<file path="src/rtl/prc_pkg.sv">
package prc_pkg;

    localparam int DATA_W  = 16;
    localparam int ADDR_W  = 4;
    localparam int NCH     = 6;
    localparam int PRSC_W  = 3;
    localparam int FLAG_W  = 2 + 2 * NCH;

    localparam logic [ADDR_W-1:0] A_CTRL  = 4'd0;
    localparam logic [ADDR_W-1:0] A_LDEN  = 4'd1;
    localparam logic [ADDR_W-1:0] A_STAT  = 4'd2;
    localparam logic [ADDR_W-1:0] A_INIT  = 4'd3;
    localparam int                A_VAL0  = 4;
    localparam int                A_FRAC0 = A_VAL0 + NCH;

    localparam int ST_UPD = FLAG_W;

    typedef struct packed {
        logic            ctrl;
        logic            lden;
        logic            stat;
        logic            init;
        logic [NCH-1:0]  val;
        logic [NCH-1:0]  frac;
    } wr_dec_t;

    function automatic wr_dec_t decode_wr(input logic en, input logic [ADDR_W-1:0] a);
        wr_dec_t d;
        d      = '0;
        d.ctrl = en && (a == A_CTRL);
        d.lden = en && (a == A_LDEN);
        d.stat = en && (a == A_STAT);
        d.init = en && (a == A_INIT);
        for (int i = 0; i < NCH; i++) begin
            d.val[i]  = en && (int'(a) == A_VAL0 + i);
            d.frac[i] = en && (int'(a) == A_FRAC0 + i);
        end
        return d;
    endfunction

    function automatic logic any_buffered(input wr_dec_t d);
        return d.ctrl | d.init | (|d.val) | (|d.frac);
    endfunction

endpackage

</file>
<file path="src/rtl/prc_shadow_bank.sv">
module prc_shadow_bank
    import prc_pkg::*;
#(
    parameter int DW  = DATA_W,
    parameter int PSW = PRSC_W
) (
    input  logic                    clk,
    input  logic                    rst,
    input  wr_dec_t                 wd,
    input  logic [DW-1:0]           wr_data,
    input  logic                    reload,
    output logic [DW-1:0]           sh_init,
    output logic [NCH-1:0][DW-1:0]  sh_val,
    output logic [NCH-1:0][DW-1:0]  sh_frac,
    output logic [PSW-1:0]          sh_prsc,
    output logic [DW-1:0]           act_init,
    output logic [NCH-1:0][DW-1:0]  act_val,
    output logic [NCH-1:0][DW-1:0]  act_frac,
    output logic [PSW-1:0]          act_prsc,
    output logic                    upd,
    output logic                    ldok
);

    logic do_load;
    logic buf_wr;

    assign do_load = reload && ldok;
    assign buf_wr  = any_buffered(wd);

    always_ff @(posedge clk) begin
        if (rst) begin
            sh_init <= '0;
            sh_prsc <= '0;
        end else begin
            if (wd.init) sh_init <= wr_data;
            if (wd.ctrl) sh_prsc <= wr_data[PSW-1:0];
        end
    end

    generate
        for (genvar i = 0; i < NCH; i++) begin : g_sh
            always_ff @(posedge clk) begin
                if (rst) begin
                    sh_val[i]   <= '0;
                    sh_frac[i]  <= '0;
                    act_val[i]  <= '0;
                    act_frac[i] <= '0;
                end else begin
                    if (wd.val[i])  sh_val[i]  <= wr_data;
                    if (wd.frac[i]) sh_frac[i] <= wr_data;
                    if (do_load) begin
                        act_val[i]  <= sh_val[i];
                        act_frac[i] <= sh_frac[i];
                    end
                end
            end
        end
    endgenerate

    always_ff @(posedge clk) begin
        if (rst) begin
            act_init <= '0;
            act_prsc <= '0;
            upd      <= 1'b0;
            ldok     <= 1'b0;
        end else begin
            if (do_load) begin
                act_init <= sh_init;
                act_prsc <= sh_prsc;
            end
            if (buf_wr)       upd <= 1'b1;
            else if (do_load) upd <= 1'b0;
            if (wd.lden)      ldok <= wr_data[0];
            else if (do_load) ldok <= 1'b0;
        end
    end

endmodule

</file>
<file path="src/rtl/prc_w1c_flags.sv">
module prc_w1c_flags #(
    parameter int N = 14
) (
    input  logic         clk,
    input  logic         rst,
    input  logic [N-1:0] set,
    input  logic [N-1:0] clr,
    output logic [N-1:0] q
);

    generate
        for (genvar i = 0; i < N; i++) begin : g_bit
            always_ff @(posedge clk) begin
                if (rst)         q[i] <= 1'b0;
                else if (set[i]) q[i] <= 1'b1;
                else if (clr[i]) q[i] <= 1'b0;
            end
        end
    endgenerate

endmodule

</file>
<file path="src/rtl/prc_match.sv">
module prc_match #(
    parameter int N  = 6,
    parameter int DW = 16
) (
    input  logic [DW-1:0]         cnt,
    input  logic [N-1:0][DW-1:0]  vals,
    output logic [N-1:0]          hit
);

    generate
        for (genvar i = 0; i < N; i++) begin : g_cmp
            assign hit[i] = (cnt == vals[i]);
        end
    endgenerate

endmodule

</file>
<file path="src/rtl/pwm_reload_ctrl.sv">
module pwm_reload_ctrl
    import prc_pkg::*;
#(
    parameter int DW  = DATA_W,
    parameter int AW  = ADDR_W,
    parameter int PSW = PRSC_W
) (
    input  logic               clk,
    input  logic               rst,
    input  logic               wr_en,
    input  logic [AW-1:0]      wr_addr,
    input  logic [DW-1:0]      wr_data,
    input  logic [AW-1:0]      rd_addr,
    output logic [DW-1:0]      rd_data,
    input  logic               reload_i,
    input  logic [DW-1:0]      cnt_i,
    input  logic [NCH-1:0]     cap_i,
    output logic [DW-1:0]      act_init_o,
    output logic [NCH*DW-1:0]  act_val_o,
    output logic [NCH*DW-1:0]  act_frac_o,
    output logic [PSW-1:0]     act_prsc_o
);

    localparam int PADW = DW - FLAG_W - 1;

    wr_dec_t                wd;
    logic [DW-1:0]          sh_init;
    logic [NCH-1:0][DW-1:0] sh_val;
    logic [NCH-1:0][DW-1:0] sh_frac;
    logic [PSW-1:0]         sh_prsc;
    logic [NCH-1:0][DW-1:0] act_val;
    logic [NCH-1:0][DW-1:0] act_frac;
    logic                   upd;
    logic                   ldok;
    logic [NCH-1:0]         hit;
    logic                   err_evt;
    logic [FLAG_W-1:0]      flg_set;
    logic [FLAG_W-1:0]      flg_clr;
    logic [FLAG_W-1:0]      flags;
    logic [DW-1:0]          status;

    assign wd = decode_wr(wr_en, wr_addr);

    prc_shadow_bank #(.DW(DW), .PSW(PSW)) u_bank (
        .clk      (clk),
        .rst      (rst),
        .wd       (wd),
        .wr_data  (wr_data),
        .reload   (reload_i),
        .sh_init  (sh_init),
        .sh_val   (sh_val),
        .sh_frac  (sh_frac),
        .sh_prsc  (sh_prsc),
        .act_init (act_init_o),
        .act_val  (act_val),
        .act_frac (act_frac),
        .act_prsc (act_prsc_o),
        .upd      (upd),
        .ldok     (ldok)
    );

    prc_match #(.N(NCH), .DW(DW)) u_match (
        .cnt  (cnt_i),
        .vals (act_val),
        .hit  (hit)
    );

    assign err_evt = reload_i && !ldok && upd;
    assign flg_set = {err_evt, reload_i, cap_i, hit};
    assign flg_clr = wd.stat ? wr_data[FLAG_W-1:0] : '0;

    prc_w1c_flags #(.N(FLAG_W)) u_flags (
        .clk (clk),
        .rst (rst),
        .set (flg_set),
        .clr (flg_clr),
        .q   (flags)
    );

    assign status     = {{PADW{1'b0}}, upd, flags};
    assign act_val_o  = act_val;
    assign act_frac_o = act_frac;

    always_comb begin
        rd_data = '0;
        case (rd_addr)
            A_CTRL:  rd_data[PSW-1:0] = sh_prsc;
            A_LDEN:  rd_data[0]       = ldok;
            A_STAT:  rd_data          = status;
            A_INIT:  rd_data          = sh_init;
            default: begin
                for (int i = 0; i < NCH; i++) begin
                    if (int'(rd_addr) == A_VAL0 + i)  rd_data = sh_val[i];
                    if (int'(rd_addr) == A_FRAC0 + i) rd_data = sh_frac[i];
                end
            end
        endcase
    end

endmodule

</file>
<file path="config.mk">
export PLATFORM = sky130hd
export DESIGN_NAME = pwm_reload_ctrl
export DESIGN_NICKNAME = d
export VERILOG_FILES = /design/src/rtl/prc_pkg.sv /design/src/rtl/prc_shadow_bank.sv /design/src/rtl/prc_w1c_flags.sv /design/src/rtl/prc_match.sv /design/src/rtl/pwm_reload_ctrl.sv
export SDC_FILE = /design/constraint.sdc
export NUM_CORES = 1
export LEC_CHECK = 0
export BUFFER_PORTS_ARGS = -buffer_cell sky130_fd_sc_hd__clkbuf_2
export CORE_ASPECT_RATIO = 1.5
export CORE_MARGIN = 2
export CORE_UTILIZATION = 55
export CTS_CLUSTER_SIZE = 14
export DETAILED_ROUTE_END_ITERATION = 10
export GPL_TIMING_DRIVEN = 0
export MAX_ROUTING_LAYER = met4
export PLACE_DENSITY = 0.77
export SLEW_MARGIN = 5
export SYNTH_ARGS = -nofsm -noshare
export SYNTH_HDL_FRONTEND = slang
export SYNTH_SLANG_ARGS = --single-unit
</file>
<file path="constraint.sdc">
create_clock -name clk -period 1.49 [get_ports clk]
set_input_delay 0.0745 -clock clk [delete_from_list [all_inputs] [get_ports clk]]
set_output_delay 0.0745 -clock clk [all_outputs]
set_load 0.05 [all_outputs]
</file>
* Word-level counts from Yosys, hierarchy flattened *
Index checks and enable logic that the tools add are counted.

operators by class
  add/sub/neg operators = 0
  multipliers = 0
  div/mod/pow operators = 0
  order comparisons = 0
  equality and inequality tests = 36
  shift-type cells = 0
  mux-type cells = 47
  bitwise operators = 3
  reduce and logical (&&, ||, !) cells = 41

operator list
  cell                  number
  $mux W16              12
  $eq A16 B16 Y1        6
  $eq A4 B4 Y1 const B  16
  $pmux W13 S3          1
  $reduce_bool A2 Y1    16
  $mux W1               31
  $eq A4 B2 Y1 const B  6
  $logic_and A1 B1 Y1   19
  $eq A4 B1 Y1 const B  4
  $eq A4 B3 Y1 const B  4
  $mux W14              1
  $reduce_or A6 Y1      2
  $logic_not A4 Y1      2
  $pmux W2 S4           1
  $pmux W1 S4           1
  $or A1 B1 Y1          3
  $reduce_or A2 Y1      1
  $logic_not A1 Y1      1

storage, ports and cells
  register bits after elaboration = 438
  latch bits = 0
  bits in writable memories = 0
  memory bits (read-only) = 0
  input port bits = 50
  output and inout port bits = 227
  word-level logic and storage cells = 171
  memories kept = 0

* Longest topological paths before layout *
Gate-level depths: netlist (run 1).

  depth after elaboration = 14
  mapped depth = 7
  mapped depth without buffers = 4

* Hierarchy *
Synthesis (run 1) repeated with hierarchy kept, for this count alone.

unflattened totals
  cell total of the unflattened synthesis = 2294
  area, all modules = 19112.1 sq um

modules (own cells, without submodules)
  module           instances  cells an instance  area an instance (sq um)  seq. area each (sq um)
  prc_shadow_bank  1          1626               14687.8                   8488.1
  pwm_reload_ctrl  1          469                2723.9                    0.0
  prc_match        1          142                1198.6                    0.0
  prc_w1c_flags    1          57                 501.7                     280.3

* Least setup slack after synthesis (run 1) *
OpenSTA, ideal clock, no wires.

  path kind = input -> output
  start = input rd_addr[0]
  end = output rd_data[2]
  arrival time = 2.087 ns
  data required time = 1.416 ns
  setup slack = -0.671 ns
  stages on the path = 6
  path buffers = 3
  cells stage by stage = buf_4 -> buf_2 -> clkbuf_1 -> nand3_1 -> o311a_1 -> o31ai_1

on the way
  word-level cells in the longest chain between the ends = 14
  elaborated cells between the ends (all ways) = 29
  those cells by class = eq/ne: 15; mux: 13; reduce/logical: 1

RTL lines
  item             RTL line               RTL
  start, declared  pwm_reload_ctrl.sv:13  input logic [AW-1:0] rd_addr,
  $eq A4 B4 Y1     pwm_reload_ctrl.sv:93  if (int'(rd_addr) == A_VAL0 + i) rd_data = sh_val[i];
  $mux W16         pwm_reload_ctrl.sv:93
  $mux W16         pwm_reload_ctrl.sv:94  if (int'(rd_addr) == A_FRAC0 + i) rd_data = sh_frac[i];
  $mux W16         pwm_reload_ctrl.sv:93
  $mux W16         pwm_reload_ctrl.sv:94
  $mux W16         pwm_reload_ctrl.sv:93
  $mux W16         pwm_reload_ctrl.sv:94
  $mux W16         pwm_reload_ctrl.sv:93
  $mux W16         pwm_reload_ctrl.sv:94
  $mux W16         pwm_reload_ctrl.sv:93
  $mux W16         pwm_reload_ctrl.sv:94
  $mux W16         pwm_reload_ctrl.sv:93
  $mux W16         pwm_reload_ctrl.sv:94
  $pmux W2 S4 *    pwm_reload_ctrl.sv:86  case (rd_addr)
  end, declared    pwm_reload_ctrl.sv:14  output logic [DW-1:0] rd_data,

Mark *: on every way between the ends. The rest lies on a longest branch, timed or not.

* Final worst setup path (run 1) *
  start = register u_bank.sh_val[8] (netlist bit)
  end = output rd_data[8]

on the way
  word-level cells in the longest chain between the ends = 13

RTL lines
  item                             RTL line               RTL
  start, declared                  prc_shadow_bank.sv:13  output logic [NCH-1:0][DW-1:0] sh_val,
  start signal, assigned by index  prc_shadow_bank.sv:49  if (wd.val[i]) sh_val[i] <= wr_data;
  $mux W16                         pwm_reload_ctrl.sv:93
  $mux W16                         pwm_reload_ctrl.sv:94
  $mux W16                         pwm_reload_ctrl.sv:93
  $mux W16                         pwm_reload_ctrl.sv:94
  $mux W16                         pwm_reload_ctrl.sv:93
  $mux W16                         pwm_reload_ctrl.sv:94
  $mux W16                         pwm_reload_ctrl.sv:93
  $mux W16                         pwm_reload_ctrl.sv:94
  $mux W16                         pwm_reload_ctrl.sv:93
  $mux W16                         pwm_reload_ctrl.sv:94
  $mux W16                         pwm_reload_ctrl.sv:93
  $mux W16                         pwm_reload_ctrl.sv:94
  $pmux W13 S3                     pwm_reload_ctrl.sv:86

No other way between the ends.

==> impl_table.tex, run 1 <==
\begin{tabular}{lr}
\hline
Metric & Value \\
\hline
\multicolumn{2}{l}{\textbf{Global route}} \\
\quad Tot GR Track Use & 0.473 \\
\quad First-pass GRT wire length & 123000 um \\
\quad Vias in the first global route & 19500 \\
\quad Antenna violations before repair & 1 \\
\quad Largest net degree at the start of global routing & 15 \\
\quad Grt ovf & 0 \\
\multicolumn{2}{l}{\textbf{Placement}} \\
\quad Number of port buffers & 258 \\
\quad GPL Wtd Cong & 1.05 \\
\quad Placed wire-length estimate after detailed placement & 62900 um \\
\quad Cells after DPL & 3291 \\
\multicolumn{2}{l}{\textbf{Timing}} \\
\quad Final period util & 1.46 \\
\quad Unrepaired setup endpoints after global routing & true \\
\quad Minimum setup slack in the final design & -691 ps \\
\quad Clock skew after layout & 10.3 ps \\
\quad Setup Total Neg Slack & -9350 ps \\
\quad Worst-margin pin slew & 1490 ps \\
\quad Slew headroom & 0.00843 \\
\quad Hold Vio Cnt, Final & 0 \\
\quad Minimum clock period after layout & 2180 ps \\
\quad Upper clock frequency limit & 458 MHz \\
\quad Setup violators final & 18 \\
\quad Pins Over Slew Limit & 0 \\
\multicolumn{2}{l}{\textbf{Worst hold path}} \\
\quad End point of the most critical hold path & u\_bank.sh\_prsc[0] \\
\quad Class of the tightest hold or removal check & in2reg \\
\quad Startpoint of the tightest hold check path & wr\_data[0] \\
\quad Depth of the worst hold-timing path & 3 \\
\multicolumn{2}{l}{\textbf{Worst setup path}} \\
\quad Worst Path Required & 1420 ps \\
\quad Terminus of the critical flop-to-flop path & u\_flags.q[0] \\
\quad Crit Path Max Fanout & 3 \\
\quad Worst setup path startpoint & u\_bank.sh\_val[8] \\
\quad Worst setup slack for register-to-register paths & 0 ps \\
\quad Setup CP Type & reg2out \\
\quad Source of the worst register-to-register timing path & u\_bank.act\_val[11] \\
\quad Category of the worst setup path capture point & primary output \\
\quad Critical Path AT & 2110 ps \\
\quad Number of cell instances on the worst register-to-register path & 4 \\
\quad CP startpoint kind & flop \\
\multicolumn{2}{l}{\textbf{Run}} \\
\quad MaxCap Viol Count & 0 \\
\multicolumn{2}{l}{\textbf{Drt}} \\
\quad DRC & 0 \\
\quad Total vias in the final route & 20900 \\
\quad Total Routed Length & 85800 um \\
\quad Drt first-iter violations & 2045 \\
\quad Routed wire length per instance & 25.2 um \\
\quad Drt pass-1 iters & 8 \\
\quad Final antenna-violating net count & 0 \\
\quad Average vias per placed instance & 6.13 \\
\multicolumn{2}{l}{\textbf{Synthesis}} \\
\quad Flip-flop and latch count after synthesis & 438 \\
\quad Share of synthesized registers carrying an async set or reset & 0 \\
\quad Synth top area cells & sky130\_fd\_sc\_hd\_\_dfxtp\_1 45\%, sky130\_fd\_sc\_hd\_\_nand2\_1 17\%, sky130\_fd\_sc\_hd\_\_a21oi\_1 12\% \\
\quad EDFF count, synth & 0 \\
\quad Cell type with the largest total area after synthesis & sky130\_fd\_sc\_hd\_\_dfxtp\_1 \\
\quad Most frequent cell after synthesis & sky130\_fd\_sc\_hd\_\_nand2\_1 \\
\quad Sequential share of the synthesized area & 0.455 \\
\quad Post-synthesis net count & 2610 \\
\quad Yosys warns & 0 \\
\quad Number of instances in the synthesized netlist & 2560 \\
\quad Mean area per synthesized cell & 7.53 um\^{}2 \\
\quad Post-synth design cell area & 19300 um\^{}2 \\
\quad Most instantiated cells after synthesis & 883 x sky130\_fd\_sc\_hd\_\_nand2\_1, 467 x sky130\_fd\_sc\_hd\_\_a21oi\_1, 438 x sky130\_fd\_sc\_hd\_\_dfxtp\_1, 152 x sky130\_fd\_sc\_hd\_\_clkbuf\_1, 97 x sky130\_fd\_sc\_hd\_\_xor2\_1 \\
\quad Share of the synthesized area in the top cell type & 0.455 \\
\quad Yosys cell types & 51 \\
\quad Predominant post-synthesis flop cell & sky130\_fd\_sc\_hd\_\_dfxtp\_1 \\
\multicolumn{2}{l}{\textbf{CTS}} \\
\quad Clock Latency Late Sink & 570 ps \\
\quad Maximum count of clock buffers along a single path & 3 \\
\quad Clk sink count & 438 \\
\quad H-tree levels & 2 \\
\quad Number of clock buffers inserted by TritonCTS & 42 \\
\quad CTS clock-pin slew for the worst setup and hold paths & 60 ps \\
\quad CTS root buffer & sky130\_fd\_sc\_hd\_\_clkbuf\_16 \\
\quad TritonCTS clock tree & done \\
\multicolumn{2}{l}{\textbf{Floorplanning}} \\
\quad Standard cell core area & 34800 um\^{}2 \\
\quad Num rows & 84 \\
\quad Effective utilization at floorplan & 0.554 \\
\quad Vert. Die Dim & 233 um \\
\quad Width of the die & 157 um \\
\quad Floorplan die area & 36600 um\^{}2 \\
\quad I/O pin count & 277 \\
\multicolumn{2}{l}{\textbf{Status}} \\
\quad Violations in the final reports & setup timing \\
\quad Run status & complete, but fails checks \\
\multicolumn{2}{l}{\textbf{Cells and area}} \\
\quad Area growth from synthesis to layout & 26.7\% \\
\quad Number of nets in the finished design & 2956 \\
\quad Layout cells sized above 1 & 0.226 \\
\quad Final instance count without filler cells & 3409 \\
\multicolumn{2}{l}{\textbf{Power and ir drop}} \\
\quad Leakage & 9.07 nW \\
\quad Pwr per Cell Area & 1070 nW/um\^{}2 \\
\quad Max IR drop VDD & 970 uV \\
\hline
\end{tabular}
worst max path at each step:
stage	end	slack [ps]
CTS	rd_data[13]	-650
detailed placement	rd_data[10]	-1300
floorplan	rd_data[10]	-20
global placement	rd_data[10]	-1340
global route	rd_data[12]	-700
finish	rd_data[8]	-690
cell type report:
class	count	area (um^2)
diodes	1	2.50
plain buffers	232	1210
clock buffers	59	1220
clock inverters	14	250
fillers	2889	10400
inverters	2	7.51
multi-input cells	1885	10400
flip-flops and latches	438	8840
well taps	473	592
repair buffers	305	1880
worst max-delay path: stages, from the launching register on:
cell                       delay (ps)
sky130_fd_sc_hd__dfxtp_1          380
sky130_fd_sc_hd__or4bb_1          490
sky130_fd_sc_hd__a21oi_2          190
sky130_fd_sc_hd__nor4_2            80
sky130_fd_sc_hd__o21ai_2          190
sky130_fd_sc_hd__clkbuf_8         220
cell families after synthesis:
family | count (synthesis) | share of synthesized area
and+or+nand+nor | 1173 | 0.273
AOI/OAI and AO/OA | 599 | 0.167
DFF | 438 | 0.455
buffers and inverters | 237 | 0.0515
xor gates and xnor gates | 97 | 0.0441
muxes | 16 | 0.00909
cells in the final DEF, fill, tap and decap left out, drive strengths merged, types with 18 or more instances in the layout:
| cell | netlist | final |
|---|---|---|
| nor2 | 45 | 45 |
| nor3 | 24 | 24 |
| o22ai | 27 | 27 |
| nor4 | 40 | 40 |
| xor2 | 97 | 97 |
| nand4b | 44 | 44 |
| a21oi | 467 | 467 |
| clkbuf | 152 | 457 |
| dfxtp | 438 | 438 |
| dlygate4sd3 | 0 | 28 |
| buf | 83 | 110 |
| nor2b | 32 | 32 |
| nand2 | 883 | 883 |
| nand3 | 23 | 23 |
| and3 | 18 | 18 |
| o21ai | 43 | 43 |
registers in the layout, indices dropped and copies added, names as in the netlist:
name and count:
u_bank.act_frac 96, u_bank.upd 1, u_bank.sh_init 16, u_bank.sh_frac 96, u_bank.ldok 1, u_bank.act_prsc 3
u_bank.act_init 16, u_bank.act_val 96, u_flags.q 14, u_bank.sh_prsc 3, u_bank.sh_val 96
stage by stage:
stage	setup slack, ps	hold WS, ps	power, W	util	cell area, um^2
4_1_cts	-654	15.8	0.0259	0.689	24000
2_1_floorplan	-23.8	192	0.0134	-	19400
6_report	-691	26.4	0.0262	0.702	24400
3_3_place_gp	-1340	285	0.0143	0.612	21300
5_1_grt	-698	56.5	0.0266	0.702	24400
3_5_place_dp	-1300	291	0.0143	0.612	21300
routing by layer:
metal,track usage,vias up,routed length (um)
met4,0.436,0,10100
met5,-,-,0
met2,0.726,1297,38600
li1,-,9312,-
met3,0.109,499,8320
met1,0.501,9791,28800
repair_timing:
item | 4_1_cts | 5_1_grt
setup buffers | 12 | 7
hold buffers | 28 | 0
gates resized for setup | 247 | 147
pin swaps | 25 | 42
endpoints found under the hold margin | 62 | 0
setup endpoints to repair | 219 | 200
power by group:
part	total [W]	switching (W)	internal [W]
Clock	0.0116	0.00471	0.00691
Combinational	0.00268	0.00190	0.000779
Sequential	0.0119	0.0000985	0.0118
Note: power is estimated with default switching activity, not from simulation.
==> run 2, diff against run 1 <==
SYNTH_HIERARCHICAL = 1   (was default)
==> impl_table.tex, run 2 <==
\begin{tabular}{lr}
\hline
Metric & Value \\
\hline
\multicolumn{2}{l}{\textbf{Worst setup path}} \\
\quad Crit Path Max Fanout & 2 (-1) \\
\quad Worst Path Required & 1420 ps (about the same) \\
\quad CP startpoint kind & flop \\
\quad Category of the worst setup path capture point & primary output \\
\quad Setup CP Type & reg2out \\
\quad Worst setup path startpoint & u\_bank/sh\_frac[89] \\
\quad Critical Path AT & 3010 ps (+900 ps) \\
\quad Source of the worst register-to-register timing path & u\_bank/act\_val[47] \\
\multicolumn{2}{l}{\textbf{Placement}} \\
\quad Number of port buffers & 260 (+0.78\%) \\
\quad Cells after DPL & 2979 (-9.5\%) \\
\quad Placed wire-length estimate after detailed placement & 58600 um (-6.8\%) \\
\quad GPL Wtd Cong & 1.03 (-2.1\%) \\
\multicolumn{2}{l}{\textbf{Worst hold path}} \\
\quad Class of the tightest hold or removal check & in2reg \\
\quad Startpoint of the tightest hold check path & wr\_data[5] \\
\multicolumn{2}{l}{\textbf{Global route}} \\
\quad Grt ovf & 0 (unchanged) \\
\quad Largest net degree at the start of global routing & 15 (unchanged) \\
\quad Vias in the first global route & 18200 (-6.5\%) \\
\quad Antenna violations before repair & 3 (+2) \\
\quad First-pass GRT wire length & 115000 um (-6.5\%) \\
\quad Tot GR Track Use & 0.447 (-0.0254) \\
\multicolumn{2}{l}{\textbf{Timing}} \\
\quad Upper clock frequency limit & 324 MHz (-29\%) \\
\quad Setup violators final & 18 (unchanged) \\
\quad Final period util & 2.07 (+0.608) \\
\quad Minimum setup slack in the final design & -1600 ps (-906 ps) \\
\quad Unrepaired setup endpoints after global routing & true \\
\quad Worst-margin pin slew & 1510 ps (+25.6 ps) \\
\quad Setup Total Neg Slack & -12890 ps (-3540 ps) \\
\quad Pins Over Slew Limit & 1 (+1) \\
\quad Hold Vio Cnt, Final & 0 (unchanged) \\
\quad Clock skew after layout & 14.8 ps (+4.48 ps) \\
\quad Minimum clock period after layout & 3090 ps (+906 ps) \\
\quad Slew headroom & -0.00866 (-0.0171) \\
\multicolumn{2}{l}{\textbf{Synthesis}} \\
\quad Share of synthesized registers carrying an async set or reset & 0 (unchanged) \\
\quad Number of instances in the synthesized netlist & 2294 (-10\%) \\
\quad Flip-flop and latch count after synthesis & 438 (unchanged) \\
\quad Most instantiated cells after synthesis & 451 x sky130\_fd\_sc\_hd\_\_nand2\_1, 438 x sky130\_fd\_sc\_hd\_\_dfxtp\_1, 301 x sky130\_fd\_sc\_hd\_\_a21oi\_1, 272 x sky130\_fd\_sc\_hd\_\_nor2\_1, 223 x sky130\_fd\_sc\_hd\_\_mux2i\_1 \\
\quad Share of the synthesized area in the top cell type & 0.459 (+0.00384) \\
\quad Cell type with the largest total area after synthesis & sky130\_fd\_sc\_hd\_\_dfxtp\_1 \\
\quad Post-synth design cell area & 19100 um\^{}2 (-0.84\%) \\
\quad Synth top area cells & sky130\_fd\_sc\_hd\_\_dfxtp\_1 46\%, sky130\_fd\_sc\_hd\_\_mux2i\_1 12\%, sky130\_fd\_sc\_hd\_\_nand2\_1 8.9\% \\
\quad Post-synthesis net count & 2344 (-10\%) \\
\quad Most frequent cell after synthesis & sky130\_fd\_sc\_hd\_\_nand2\_1 \\
\quad Mean area per synthesized cell & 8.33 um\^{}2 (+11\%) \\
\quad Yosys cell types & 62 (+22\%) \\
\quad EDFF count, synth & 0 (unchanged) \\
\quad Predominant post-synthesis flop cell & sky130\_fd\_sc\_hd\_\_dfxtp\_1 \\
\quad Yosys warns & 6 (+6) \\
\quad Sequential share of the synthesized area & 0.459 (+0.00384) \\
\multicolumn{2}{l}{\textbf{Floorplanning}} \\
\quad Vert. Die Dim & 232 um (-0.41\%) \\
\quad Standard cell core area & 34300 um\^{}2 (-1.5\%) \\
\quad Num rows & 83 (-1.2\%) \\
\quad Effective utilization at floorplan & 0.558 (+0.00366) \\
\quad I/O pin count & 277 (unchanged) \\
\quad Width of the die & 156 um (-0.41\%) \\
\quad Floorplan die area & 36300 um\^{}2 (-0.82\%) \\
\multicolumn{2}{l}{\textbf{Drt}} \\
\quad Drt pass-1 iters & 6 (-2) \\
\quad Total Routed Length & 80800 um (-5.9\%) \\
\quad Routed wire length per instance & 26.0 um (+3.1\%) \\
\quad DRC & 0 (unchanged) \\
\quad Final antenna-violating net count & 0 (unchanged) \\
\quad Drt first-iter violations & 1706 (-17\%) \\
\quad Average vias per placed instance & 6.05 (-1.4\%) \\
\quad Total vias in the final route & 18800 (-10\%) \\
\multicolumn{2}{l}{\textbf{Status}} \\
\quad Violations in the final reports & slew limit, setup timing \\
\quad Run status & complete, but fails checks \\
\multicolumn{2}{l}{\textbf{Cells and area}} \\
\quad Layout cells sized above 1 & 0.235 (+0.00923) \\
\quad Area growth from synthesis to layout & 24.4\% \\
\quad Final instance count without filler cells & 3111 (-8.7\%) \\
\quad Most frequent cells in the layout & 447 x sky130\_fd\_sc\_hd\_\_nand2\_1, 383 x sky130\_fd\_sc\_hd\_\_dfxtp\_1, 283 x sky130\_fd\_sc\_hd\_\_a21oi\_1 \\
\quad Number of nets in the finished design & 2705 (-8.5\%) \\
\quad Most common cell after layout, fill and taps aside & sky130\_fd\_sc\_hd\_\_nand2\_1 \\
\quad Filler cells & 2751 (-4.8\%) \\
\multicolumn{2}{l}{\textbf{CTS}} \\
\quad Maximum count of clock buffers along a single path & 3 (unchanged) \\
\quad Clock Latency Late Sink & 550 ps (-20 ps) \\
\quad H-tree levels & 2 (unchanged) \\
\quad Number of clock buffers inserted by TritonCTS & 41 (-2.4\%) \\
\quad TritonCTS clock tree & done \\
\quad CTS clock-pin slew for the worst setup and hold paths & 60 ps (about the same) \\
\quad CTS root buffer & sky130\_fd\_sc\_hd\_\_clkbuf\_16 \\
\quad Clk sink count & 438 (unchanged) \\
\multicolumn{2}{l}{\textbf{Power and ir drop}} \\
\quad Pwr per Cell Area & 1040 nW/um\^{}2 (-2.8\%) \\
\quad Leakage & 8.73 nW (-3.7\%) \\
\quad Proportion of total power due to net switching & 0.253 (-0.00322) \\
\quad Power consumption & 0.0248 W (-5.4\%) \\
\quad Max IR drop VDD & 810 uV (-16\%) \\
\quad Clk pwr share & 0.424 (-0.020) \\
\quad Sequential Power Share & 0.479 (+0.025) \\
\quad Net switching power & 0.00627 W (-6.6\%) \\
\quad Comb pwr share & 0.097 (-0.005) \\
\quad Internal Power & 0.0185 W (-5.0\%) \\
\multicolumn{2}{l}{\textbf{Run}} \\
\quad MaxCap Viol Count & 0 (unchanged) \\
\hline
\end{tabular}
[run 2: changes by cell type after synthesis, sizes merged, moves of 33 or more]
cell	before	now
a21oi	467	301
nor2	45	273
clkbuf	152	77
xor2	97	0
nand4b	44	1
buf	83	126
nand2	883	452
xnor2	0	96
nor4	40	7
mux2i	13	223
[run 2: metal layers]
metal | part of all wire | routed length [um] | vias up | GRT usage
li1 | - | - | 8448 | -
met1 | 0.34 | 27100 | 8918 | 0.455
met2 | 0.47 | 37600 | 1014 | 0.713
met3 | 0.082 | 6640 | 432 | 0.0918
met4 | 0.12 | 9450 | 0 | 0.423
met5 | 0 | 0 | - | -
[run 2: power by group through the flow]
| stage | Sequential (W) | Clock (W) | Combinational (W) |
|---|---|---|---|
| floorplan | 0.0121 | 0 | 0.00125 |
| global placement | 0.0122 | 0 | 0.00198 |
| detailed placement | 0.0122 | 0 | 0.00200 |
| CTS | 0.0119 | 0.0105 | 0.00225 |
| global route | 0.0119 | 0.0110 | 0.00246 |
| finish | 0.0119 | 0.0105 | 0.00240 |
[run 2: cell families (layout without fill, tap and decap cells)]
family	count (synthesis)	after routing	share of synthesized area
buffers and inverters	220	610	0.0543
AOI/OAI and AO/OA	467	467	0.137
muxes	226	226	0.119
other	0	2	0
DFF	438	438	0.459
and+or+nand+nor	847	847	0.187
xor gates and xnor gates	96	96	0.0440
[run 2: final timing paths]
| check | to | slack [ps] | cells past startpoint |
|---|---|---|---|
| max | rd_data[9] | -1600 | 4 |
| min | u_flags/q[5] | 30 | 4 |
| max reg2reg | u_flags/q[2] | -50 | 5 |
| min reg2reg | u_bank/act_frac[12] | 450 | 2 |
[run 2: critical path, stage by stage (launching register included)]
cell	delay [ps]
sky130_fd_sc_hd__dfxtp_2	320
sky130_fd_sc_hd__a222oi_1	1240
sky130_fd_sc_hd__o21ai_1	390
sky130_fd_sc_hd__o21bai_4	330
sky130_fd_sc_hd__buf_8	170
[run 2: what timing repair did]
| action | in CTS | in global routing |
|---|---|---|
| hold buffers | 28 | 0 |
| setup buffers | 24 | 9 |
| setup endpoints to repair | 212 | 225 |
| pin swaps | 40 | 31 |
| hold endpoints to repair | 63 | 0 |
| gates resized for setup | 200 | 80 |
| gates cloned | 0 | 0 |
[run 2: layout make-up]
type | instances | area, um^2 | area share
buffer | 200 | 1080 | 0.0456
clock buffer | 65 | 1260 | 0.0530
multi-input combinational | 1636 | 9890 | 0.416
antenna | 2 | 5.00 | 0.000211
timing repair buffer | 321 | 1990 | 0.0837
inverter | 17 | 63.8 | 0.00268
sequential | 438 | 8870 | 0.373
clock inverter | 7 | 70.1 | 0.00295
tap | 425 | 532 | 0.0224
[run 2: stage by stage]
stage,hold slack [ps],setup WS (ps),utilization,cell area [um^2]
after global placement,295,-1480,0.616,21100
after detailed placement,298,-1440,0.616,21100
after global routing,43.8,-1380,0.694,23800
after floorplan,144,-31.7,-,19300
final,30.8,-1600,0.694,23800
after CTS,10.1,-1190,0.686,23500
